**src/rtl/piso_pkg.sv**
```systemverilog
// Package: default sizes shared by the shift register and its checker.
package piso_pkg;
    parameter int unsigned PISO_WIDTH  = 8;
    parameter int unsigned SYNC_DEPTH  = 2;
    parameter int unsigned CLK_INPUTS  = 2;
endpackage

```
**src/rtl/piso_sync.sv**
```systemverilog
// Multi-bit flop synchronizer.
// Assumes: each bit is an independent level. No bus coherence is implied.
module piso_sync #(
    parameter int unsigned W     = 2,
    parameter int unsigned DEPTH = 2
) (
    input  logic         clk_i,
    input  logic         rst_ni,
    input  logic [W-1:0] d_i,
    output logic [W-1:0] q_o
);
    logic [W-1:0] stage_q [DEPTH];

    // First flop samples the asynchronous inputs.
    always_ff @(posedge clk_i) begin
        if (!rst_ni) stage_q[0] <= '0;
        else         stage_q[0] <= d_i;
    end

    for (genvar k = 1; k < DEPTH; k++) begin : g_stage
        // Each later flop retimes the previous one.
        always_ff @(posedge clk_i) begin
            if (!rst_ni) stage_q[k] <= '0;
            else         stage_q[k] <= stage_q[k-1];
        end
    end

    assign q_o = stage_q[DEPTH-1];
endmodule

```
**src/rtl/piso_edge.sv**
```systemverilog
// Combines synchronized clock inputs with an OR and flags its rising edge.
// Assumes: inputs are already in the system clock domain.
module piso_edge #(
    parameter int unsigned N = 2
) (
    input  logic         clk_i,
    input  logic         rst_ni,
    input  logic [N-1:0] clks_i,
    output logic         rise_o
);
    logic comb_clk;
    logic prev_q;

    assign comb_clk = |clks_i;

    // History of the combined clock; updates regardless of load state.
    always_ff @(posedge clk_i) begin
        if (!rst_ni) prev_q <= 1'b0;
        else         prev_q <= comb_clk;
    end

    assign rise_o = comb_clk & ~prev_q;
endmodule

```
**src/rtl/piso_chain.sv**
```systemverilog
// Storage stages with a level-sensitive parallel load that wins over shifting.
// Assumes: shift_i is a single-cycle pulse per effective clock edge.
module piso_chain #(
    parameter int unsigned W = 8
) (
    input  logic         clk_i,
    input  logic         rst_ni,
    input  logic         load_ni,
    input  logic         shift_i,
    input  logic [W-1:0] par_i,
    input  logic         ser_i,
    output logic [W-1:0] stage_o
);
    logic [W-1:0] stage_q;

    // Load follows par_i each cycle; otherwise shift toward the top bit.
    always_ff @(posedge clk_i) begin
        if (!rst_ni)       stage_q <= '0;
        else if (!load_ni) stage_q <= par_i;
        else if (shift_i)  stage_q <= {stage_q[W-2:0], ser_i};
    end

    assign stage_o = stage_q;
endmodule

```
**src/rtl/piso_shreg.sv**
```systemverilog
// Top: parallel-load serial-out shift register on a system clock.
// Assumes: sclk_a_i/sclk_b_i are asynchronous and slow against clk_i, and
// load_ni, par_i and ser_i are synchronous to clk_i.
module piso_shreg #(
    parameter int unsigned W = piso_pkg::PISO_WIDTH
) (
    input  logic         clk_i,
    input  logic         rst_ni,
    input  logic         sclk_a_i,
    input  logic         sclk_b_i,
    input  logic         load_ni,
    input  logic [W-1:0] par_i,
    input  logic         ser_i,
    output logic         ser_o,
    output logic         ser_no
);
    localparam int unsigned NCLK = piso_pkg::CLK_INPUTS;

    logic [NCLK-1:0] clk_sync;
    logic            shift_fire;
    logic [W-1:0]    stage_q;

    piso_sync #(.W(NCLK), .DEPTH(piso_pkg::SYNC_DEPTH)) u_sync (
        .clk_i  (clk_i),
        .rst_ni (rst_ni),
        .d_i    ({sclk_b_i, sclk_a_i}),
        .q_o    (clk_sync)
    );

    piso_edge #(.N(NCLK)) u_edge (
        .clk_i  (clk_i),
        .rst_ni (rst_ni),
        .clks_i (clk_sync),
        .rise_o (shift_fire)
    );

    piso_chain #(.W(W)) u_chain (
        .clk_i   (clk_i),
        .rst_ni  (rst_ni),
        .load_ni (load_ni),
        .shift_i (shift_fire),
        .par_i   (par_i),
        .ser_i   (ser_i),
        .stage_o (stage_q)
    );

    assign ser_o  = stage_q[W-1];
    assign ser_no = ~stage_q[W-1];
endmodule

```
**config.mk**
```make
export PLATFORM = sky130hd
export DESIGN_NAME = piso_shreg
export DESIGN_NICKNAME = d
export VERILOG_FILES = /design/src/rtl/piso_pkg.sv /design/src/rtl/piso_sync.sv /design/src/rtl/piso_edge.sv /design/src/rtl/piso_chain.sv /design/src/rtl/piso_shreg.sv
export SDC_FILE = /design/constraint.sdc
export NUM_CORES = 1
export LEC_CHECK = 0
export ABC_CLOCK_PERIOD_IN_PS = 1400
export CORE_AREA = 2 2 39 41
export CTS_CLUSTER_SIZE = 16
export DETAILED_ROUTE_END_ITERATION = 8
export DIE_AREA = 0 0 41 43
export PLACE_DENSITY = 0.76
export SKIP_CTS_REPAIR_TIMING = 1
export SLEW_MARGIN = 20
export SYNTH_ARGS = -nofsm -noshare
export SYNTH_HDL_FRONTEND = slang
export SYNTH_HIERARCHICAL = 1
export SYNTH_SLANG_ARGS = --single-unit
```
**constraint.sdc**
```tcl
create_clock -name clk_i -period 1.4 [get_ports clk_i]
set_input_delay 0.14 -clock clk_i [delete_from_list [all_inputs] [get_ports clk_i]]
set_output_delay 0.14 -clock clk_i [all_outputs]
set_load 0.02 [all_outputs]
```
* Word-level counts from Yosys, hierarchy flattened
Memories as Yosys holds them, arrays and structs flattened. Cells that the tools add are included.
Word-level totals: memories 1, output and inout port bits 2, logic and storage cells 16, bits in registers 9, RAM bits 4
Cells by class: bitwise gates (word level) 5, reductions and logical operators 1, eq/ne operators 1, muxes and demuxes 6
Memory list:
- u_sync.stage_q | words 2, width 2, rd ports 2, clocked after Yosys merged registers in 0, write ports 2, RTL line piso_sync.sv:12 | logic [W-1:0] stage_q [DEPTH];
Operator list (count):
- 8-bit 2-to-1 mux | 2
- 2-bit 2-to-1 mux | 2
- 1-bit 2-to-1 mux | 2
- 2-bit by 1-bit inequality test with 1-bit output (second input constant) | 1
- 1-bit NOT | 2
- 1-bit OR | 2
- 2-bit OR reduction | 1
- 1-bit bitwise AND | 1

* Longest topological paths before layout
Gate-level depths: netlist of the first run.
word-level depth 4, mapped depth 4, mapped depth without buffers 3

* Hierarchy
The synthesis of the first run kept the hierarchy.
Modules (own cells, without submodules):
- piso_chain | cells an instance 34, area an instance 350.3 um^2, instances 1
- piso_sync | cells an instance 8, area an instance 105.1 um^2, instances 1
- piso_edge | cells an instance 3, area an instance 37.5 um^2, instances 1
- piso_shreg | cells an instance 1, area an instance 3.8 um^2, instances 1

* Worst setup path before layout of the first run
OpenSTA, ideal clock, no wires.
path type reg-to-reg, start point register u_edge.prev_q, end point register u_chain.stage_q[0] (netlist: u_chain/stage_o[0]), arrival 0.858 ns, path buffers 1, required time 1.281 ns, cell stages (with the launch flop) 5, library setup time 0.119 ns, clock period less this slack 0.977 ns, slack 0.423 ns, path through dfxtp_1 > o21ba_1 > buf_6 > mux2i_1 > a21oi_1
On the way: longest elaborated chain between the ends 3
Ends and longest elaborated chain:
- start: declaration | RTL line piso_edge.sv:12 | logic prev_q;
- start signal: assignment | RTL line piso_edge.sv:19 | else prev_q <= comb_clk;
- 1-bit NOT | RTL line piso_edge.sv:22 | assign rise_o = comb_clk & ~prev_q;
- 1-bit bitwise AND | RTL line piso_edge.sv:22
- named net shift_fire | RTL line piso_shreg.sv:20 | logic shift_fire;
- 2-bit by 1-bit inequality test with 1-bit output (no source line)
- end signal: assignment | RTL line piso_chain.sv:19 | else if (!load_ni) stage_q <= par_i;
- end signal: assignment | RTL line piso_chain.sv:20 | else if (shift_i) stage_q <= {stage_q[W-2:0], ser_i};
- end: declaration | RTL line piso_chain.sv:14 | logic [W-1:0] stage_q;
The timed path passes the listed nets, and every way through them passes these cells. A chain may end at the register's enable or synchronous reset.

* Final worst setup path of the first run
Same ends and word-level chain as after synthesis.

==> results of run 1 <==
## cell type report
type	instances	area, µm²
Fill cell	138	693
Multi-Input combinational cell	30	210
Inverter	1	3.75
Timing Repair Buffer	17	170
Tap cell	16	20.0
Sequential cell	13	260
Clock buffer	4	26.3
## worst max-delay path by stage
stage | start | end | slack, ns | depth (start not counted)
floorplan | u_edge/prev_q | u_chain/stage_o[0] | 0.42 | 4
global placement | rst_ni | u_chain/stage_o[7] | 0.21 | 3
detailed placement | rst_ni | u_chain/stage_o[6] | 0.14 | 3
CTS | u_chain/stage_o[7] | ser_o | 0.02 | 1
global route | u_edge/prev_q | u_chain/stage_o[5] | 0.27 | 4
finish | u_edge/prev_q | u_chain/stage_o[0] | 0.33 | 4
## stage by stage
stage	power (µW)	std cells	utilization	instance area, µm²
final	741	81	0.499	691
after global routing	780	81	0.499	691
after CTS	750	81	0.495	686
after detailed placement	530	77	0.476	659
after global placement	526	77	0.476	659
after floorplan	472	46	-	497
## Yosys cell counts
library cell	number
o21ba_1	1
o21ai_0	6
mux2i_1	8
o21ai_2	2
and2_1	4
buf_6	2
o21a_1	1
a21oi_1	8
dfxtp_1	13
inv_1	1
## flip-flops by register name, indices dropped and copies added (netlist names)
register	cells
u_chain/stage_o	8
u_edge/prev_q	1
u_sync/stage_q	4
## report_power, final
group	total [µW]	leakage (µW)	switching, µW	internal [µW]
combinational	115	0.000157	45.2	69.6
sequential	405	0.000108	10.6	394
clock	222	0.0000150	112	110
total	741	0.000280	167	574
## logic make-up (layout without fill, tap and decap cells)
kind of cell	after synthesis	after routing	share of synthesized area
muxes	8	8	0.161
DFF	13	13	0.524
buffers and inverters	3	22	0.0529
and+or+nand+nor	4	4	0.0504
AOI/OAI and AO/OA	18	18	0.212
## layer usage
metal,global-route usage,vias to the layer above,part of all wire
li1,-,206,-
met5,0,-,0
met1,0.141,164,0.49
met2,0.156,4,0.48
met3,0.0314,0,0.022
met4,0.0800,0,0
==> results.md, run 1 <==
- Drt first pass iters: 4
- PD cells: around 1100 nW/µm²
- Crit Reg-Reg Endpoint: u_chain/stage_o[0]
- # port buffers: 15
- Setup_tns: 0 ns
- Dominant cell type by area after synthesis: dfxtp_1
- Vias in the first global route: 341
- Initial Util: 0.359
- GPL Wtd Cong: approximately 0.67
- Mapped Area: 497 µm²
- Pleak: 0.000280 µW
- Clock Pin Slew Worst Setup and Hold Paths: roughly 0.080 ns
- Library cells used by synthesis: 10
- Status: finished clean
- Number of antenna-violating nets in the routed design: 0
- Critical path startpoint category: register
- Max Cap Viol: 0
- TritonCTS Buffers: 3
- CP max stage delay: roughly 0.30 ns
- FF-to-FF Start: u_edge/prev_q
- Top Family by Delay on Critical Path: flip-flops
- Critical path fanouts, max: 8
- Worst skew pair latency: between 0.2 and 0.3 ns
- Post-DP HPWL: between 600 and 700 µm
- Worst EP arrival: between 1 and 1.5 ns
- Synth Instances: between 40 and 50
- Syn Nets: 60
- WP data required: 1.56 ns
- Final WS setup: approximately 0.33 ns
- # nets final: 80
- Total Wirelength: between 800 and 900 µm
- CP max stage cell: dfxtp_1
- Actual slew at the worst max-slew pin: slightly below 0.4 ns
- Largest net degree at the start of global routing: 17
- Final setup violation count: 0
- Hold worst-path end: u_sync/stage_q[1][1]
- Clk buf depth: 2
- Share of layout cells above drive strength 1: 0.108
- Hold WC Path Type: reg2reg
- Top-area cell type share of the netlist area: 0.524
- Area delta synth->final: 39.0%
- Cell depth of the worst hold path: 1
- Die outline width: 41 µm
- Syn_area_per_cell: about 11 µm²
- Std cell rows: 14
- Clock root buffer: clkbuf_4
- CTS tree: done
- Final hold viol count: 0
- Remaining global-route overflow: 0
- Reg-to-reg setup timing slack: approximately 0.33 ns
- Maximum vdd drop: 425 µV
- RSZ-0062 raised after global routing: no
- Clk sinks: 13
- Final hold slack: 0.439 ns
- Routed wire per std cell: 10.7 µm
- Fin Clk Skew: roughly 0.0080 ns
- First-pass GRT wire length: between 1000 and 1500 µm
- Antenna violations before repair: 0
- Via density per instance: ~4.6
- Die height: about 43 µm
- Slew Viols, Final: 0
- Worst path cell trace: o21ba_1 -> buf_4 -> mux2i_1 -> a21oi_1
- FMAX: 938 MHz
- Syn. warnings: 6
- Ratio of final minimum period to clock period: 0.761
- Seq/Total Area, Yosys: 0.524
- Top Ports: 16
- Vias: approximately 370
- Die area: between 1500 and 2000 µm²
- Worst R2R Path Depth: 4
- Most frequent cells in the layout: clkdlybuf4s50_1 (13), dfxtp_1 (13), mux2i_1 (8), a21oi_1 (8), o21ai_0 (6)
- Max H-tree Level: 1
- Pre-CTS setup slack: about 0.14 ns
- Core Box Area: between 1000 and 1500 µm²
- Gr usage total: 0.112
- CP endpoint kind: register
- Top post-synthesis cells by area: dfxtp_1 (52%), mux2i_1 (16%), a21oi_1 (8.1%)
- WS Path Type: reg2reg
- Initial drt markers: 4
- Max-slew headroom: 0.734
- Number of synthesized register bits: 13
- Clock period minus worst slack: 1.07 ns
- Critical path buffers and inverters: 1
- Hold_sp: u_sync/stage_q[0][1]
- DRC viols: 0
- Diodes inserted: 0
(Power assumes the default switching activity.)
==> run 2: changes to the inputs <==
--- a/config.mk
+++ b/config.mk
@@ -5,12 +5,12 @@
 export SDC_FILE = /design/constraint.sdc
 export NUM_CORES = 1
 export LEC_CHECK = 0
-export ABC_CLOCK_PERIOD_IN_PS = 1400
-export CORE_AREA = 2 2 39 41
+export ABC_CLOCK_PERIOD_IN_PS = 850
+export CORE_MARGIN = 2
+export CORE_UTILIZATION = 38
 export CTS_CLUSTER_SIZE = 16
 export DETAILED_ROUTE_END_ITERATION = 8
-export DIE_AREA = 0 0 41 43
-export PLACE_DENSITY = 0.76
+export PLACE_DENSITY = 0.8
 export SKIP_CTS_REPAIR_TIMING = 1
 export SLEW_MARGIN = 20
 export SYNTH_ARGS = -nofsm -noshare
==> constraint.sdc (replaced) <==
create_clock -name clk_i -period 0.85 [get_ports clk_i]
set_input_delay 0.085 -clock clk_i [delete_from_list [all_inputs] [get_ports clk_i]]
set_output_delay 0.085 -clock clk_i [all_outputs]
set_load 0.02 [all_outputs]
==> results.md, run 2 (synthesis gave the netlist of run 1 again) <==
- Status: finished with violations
- Failing checks: negative setup slack
- CP max stage delay: 0.31 ns
- Max H-tree Level: 1
- Die height: between 40 and 50 µm
- Worst EP arrival: between 1 and 1.5 ns
- RSZ-0062 raised after global routing: yes
- Final setup violation count: 9
- CTS tree: done
- Hold WC Path Type: in2reg
- Most common cell after layout, fill and taps aside: clkdlybuf4s50_1
- Hold worst-path end: u_sync/stage_q[0][0]
- Final hold viol count: 0
- Worst R2R Path Depth: 4
- Critical path buffers and inverters: 1
- Antenna violations before repair: 0
- Final Power: ~1200 µW
- Via density per instance: around 4.7
- Crit Reg-Reg Endpoint: u_chain/stage_o[0]
- CP startpoint: u_edge/prev_q
- FMAX: approximately 960 MHz
- Clock period minus worst slack: roughly 1.0 ns
- # nets final: 83
- Slew Viols, Final: 0
- Die outline width: 40.2 µm
- CP endpoint kind: register
- Critical path depth: 4
- Remaining global-route overflow: 0
- Worst path cell trace: o21ba_4 -> buf_6 -> mux2i_1 -> a21oi_1
- Routed wire per std cell: about 11 µm
- Clk buf depth: 2
- Hold_sp: sclk_a_i
- CP max stage cell: dfxtp_1
- # port buffers: 15
- Area delta synth->final: 43.8%
- Initial Util: 0.397
- Std cell rows: 13
- Design area: 714 µm²
- Core Box Area: ~1300 µm²
- Gr usage total: 0.137
- Number of antenna-violating nets in the routed design: 0
- Maximum vdd drop: a little under 700 µV
- Most frequent cells in the layout: clkdlybuf4s50_1 (13), dfxtp_1 (12), mux2i_1 (8), a21oi_1 (8), o21ai_0 (6)
- # fillers: ~110
- Final WS setup: -0.194 ns
- PD cells: 1740 nW/µm²
- Clock Pin Slew Worst Setup and Hold Paths: 0.08 ns
- Largest net degree at the start of global routing: 14
- Fin Clk Skew: ~0.003 ns
- Clk sinks: 13
- Worst skew pair latency: roughly 0.27 ns
- Max Cap Viol: 0
- Diodes inserted: 0
- TritonCTS Buffers: 3
- Top Family by Delay on Critical Path: flip-flops
- Cell depth of the worst hold path: 2
- GPL Wtd Cong: ~0.66
- Setup_tns: -1.32 ns
- Ratio of final minimum period to clock period: 1.23
- Top Ports: 16
- DRC viols: 0
- Critical path fanouts, max: 5
- Reg-to-reg setup timing slack: -0.19 ns
- Share of layout cells above drive strength 1: 0.206
- WS Path Type: reg2reg
- Total Wirelength: roughly 890 µm
- Die area: 1610 µm²
- Max FFs per register: 8
- Finished Layout Cells: just over 80
- Placed Area: about 680 µm²
- Vias in the first global route: approximately 340
- WP data required: a little over 1 ns
- First-pass GRT wire length: 1440 µm
- Actual slew at the worst max-slew pin: around 0.16 ns
- FF+latch area: 262 µm²
- Initial drt markers: 1
- Drt first pass iters: 3
- Max-slew headroom: 0.893
- Pleak: 0.000277 µW
- Area of the multi-input gates: ~220 µm²
- FF-to-FF Start: u_edge/prev_q
- Post-Place Cells: 79
- Vias: 388
- Clock root buffer: clkbuf_4
- Pre-CTS setup slack: -0.238 ns
- Critical path startpoint category: register
-- run 2: changes by cell type in the layout (fill, tap and decap cells not counted), sizes merged --
| cell | delta |
|---|---|
| dlymetal6s2s | -2 |
| buf | +5 |
-- run 2: final cells by class --
| type | instances | area share |
|---|---|---|
| Tap cell | 15 | 0.0263 |
| Timing Repair Buffer | 20 | 0.263 |
| Clock buffer | 4 | 0.0368 |
| Sequential cell | 13 | 0.366 |
| Inverter | 1 | 0.00525 |
| Multi-Input combinational cell | 30 | 0.303 |
-- run 2: worst max path at each step --
stage	to	slack (ns)
after floorplan	u_chain/stage_o[0]	-0.12
after global placement	u_chain/stage_o[4]	-0.19
after detailed placement	u_chain/stage_o[0]	-0.24
after CTS	ser_no	-0.48
after global routing	u_chain/stage_o[3]	-0.23
final	u_chain/stage_o[0]	-0.19
-- run 2: stage by stage --
step / util / hold slack [ns]
after floorplan: - / 0.196
after global placement: 0.543 / 0.413
after detailed placement: 0.543 / 0.413
after CTS: 0.564 / 0.384
after global routing: 0.570 / 0.392
final: 0.570 / 0.396
-- run 2: metal layers --
metal,track usage,share of wire,up-vias
met5,0,0,-
li1,-,-,207
met4,0.103,0,0
met2,0.198,0.53,3
met1,0.185,0.46,178
met3,0.0167,0.0090,0
-- run 2: power breakdown --
part	switching (µW)	total (µW)	internal [µW]	leakage [µW]
Sequential	20.7	670	650	0.000108
Clock	187	368	182	0.0000150
Combinational	75.6	205	130	0.000154
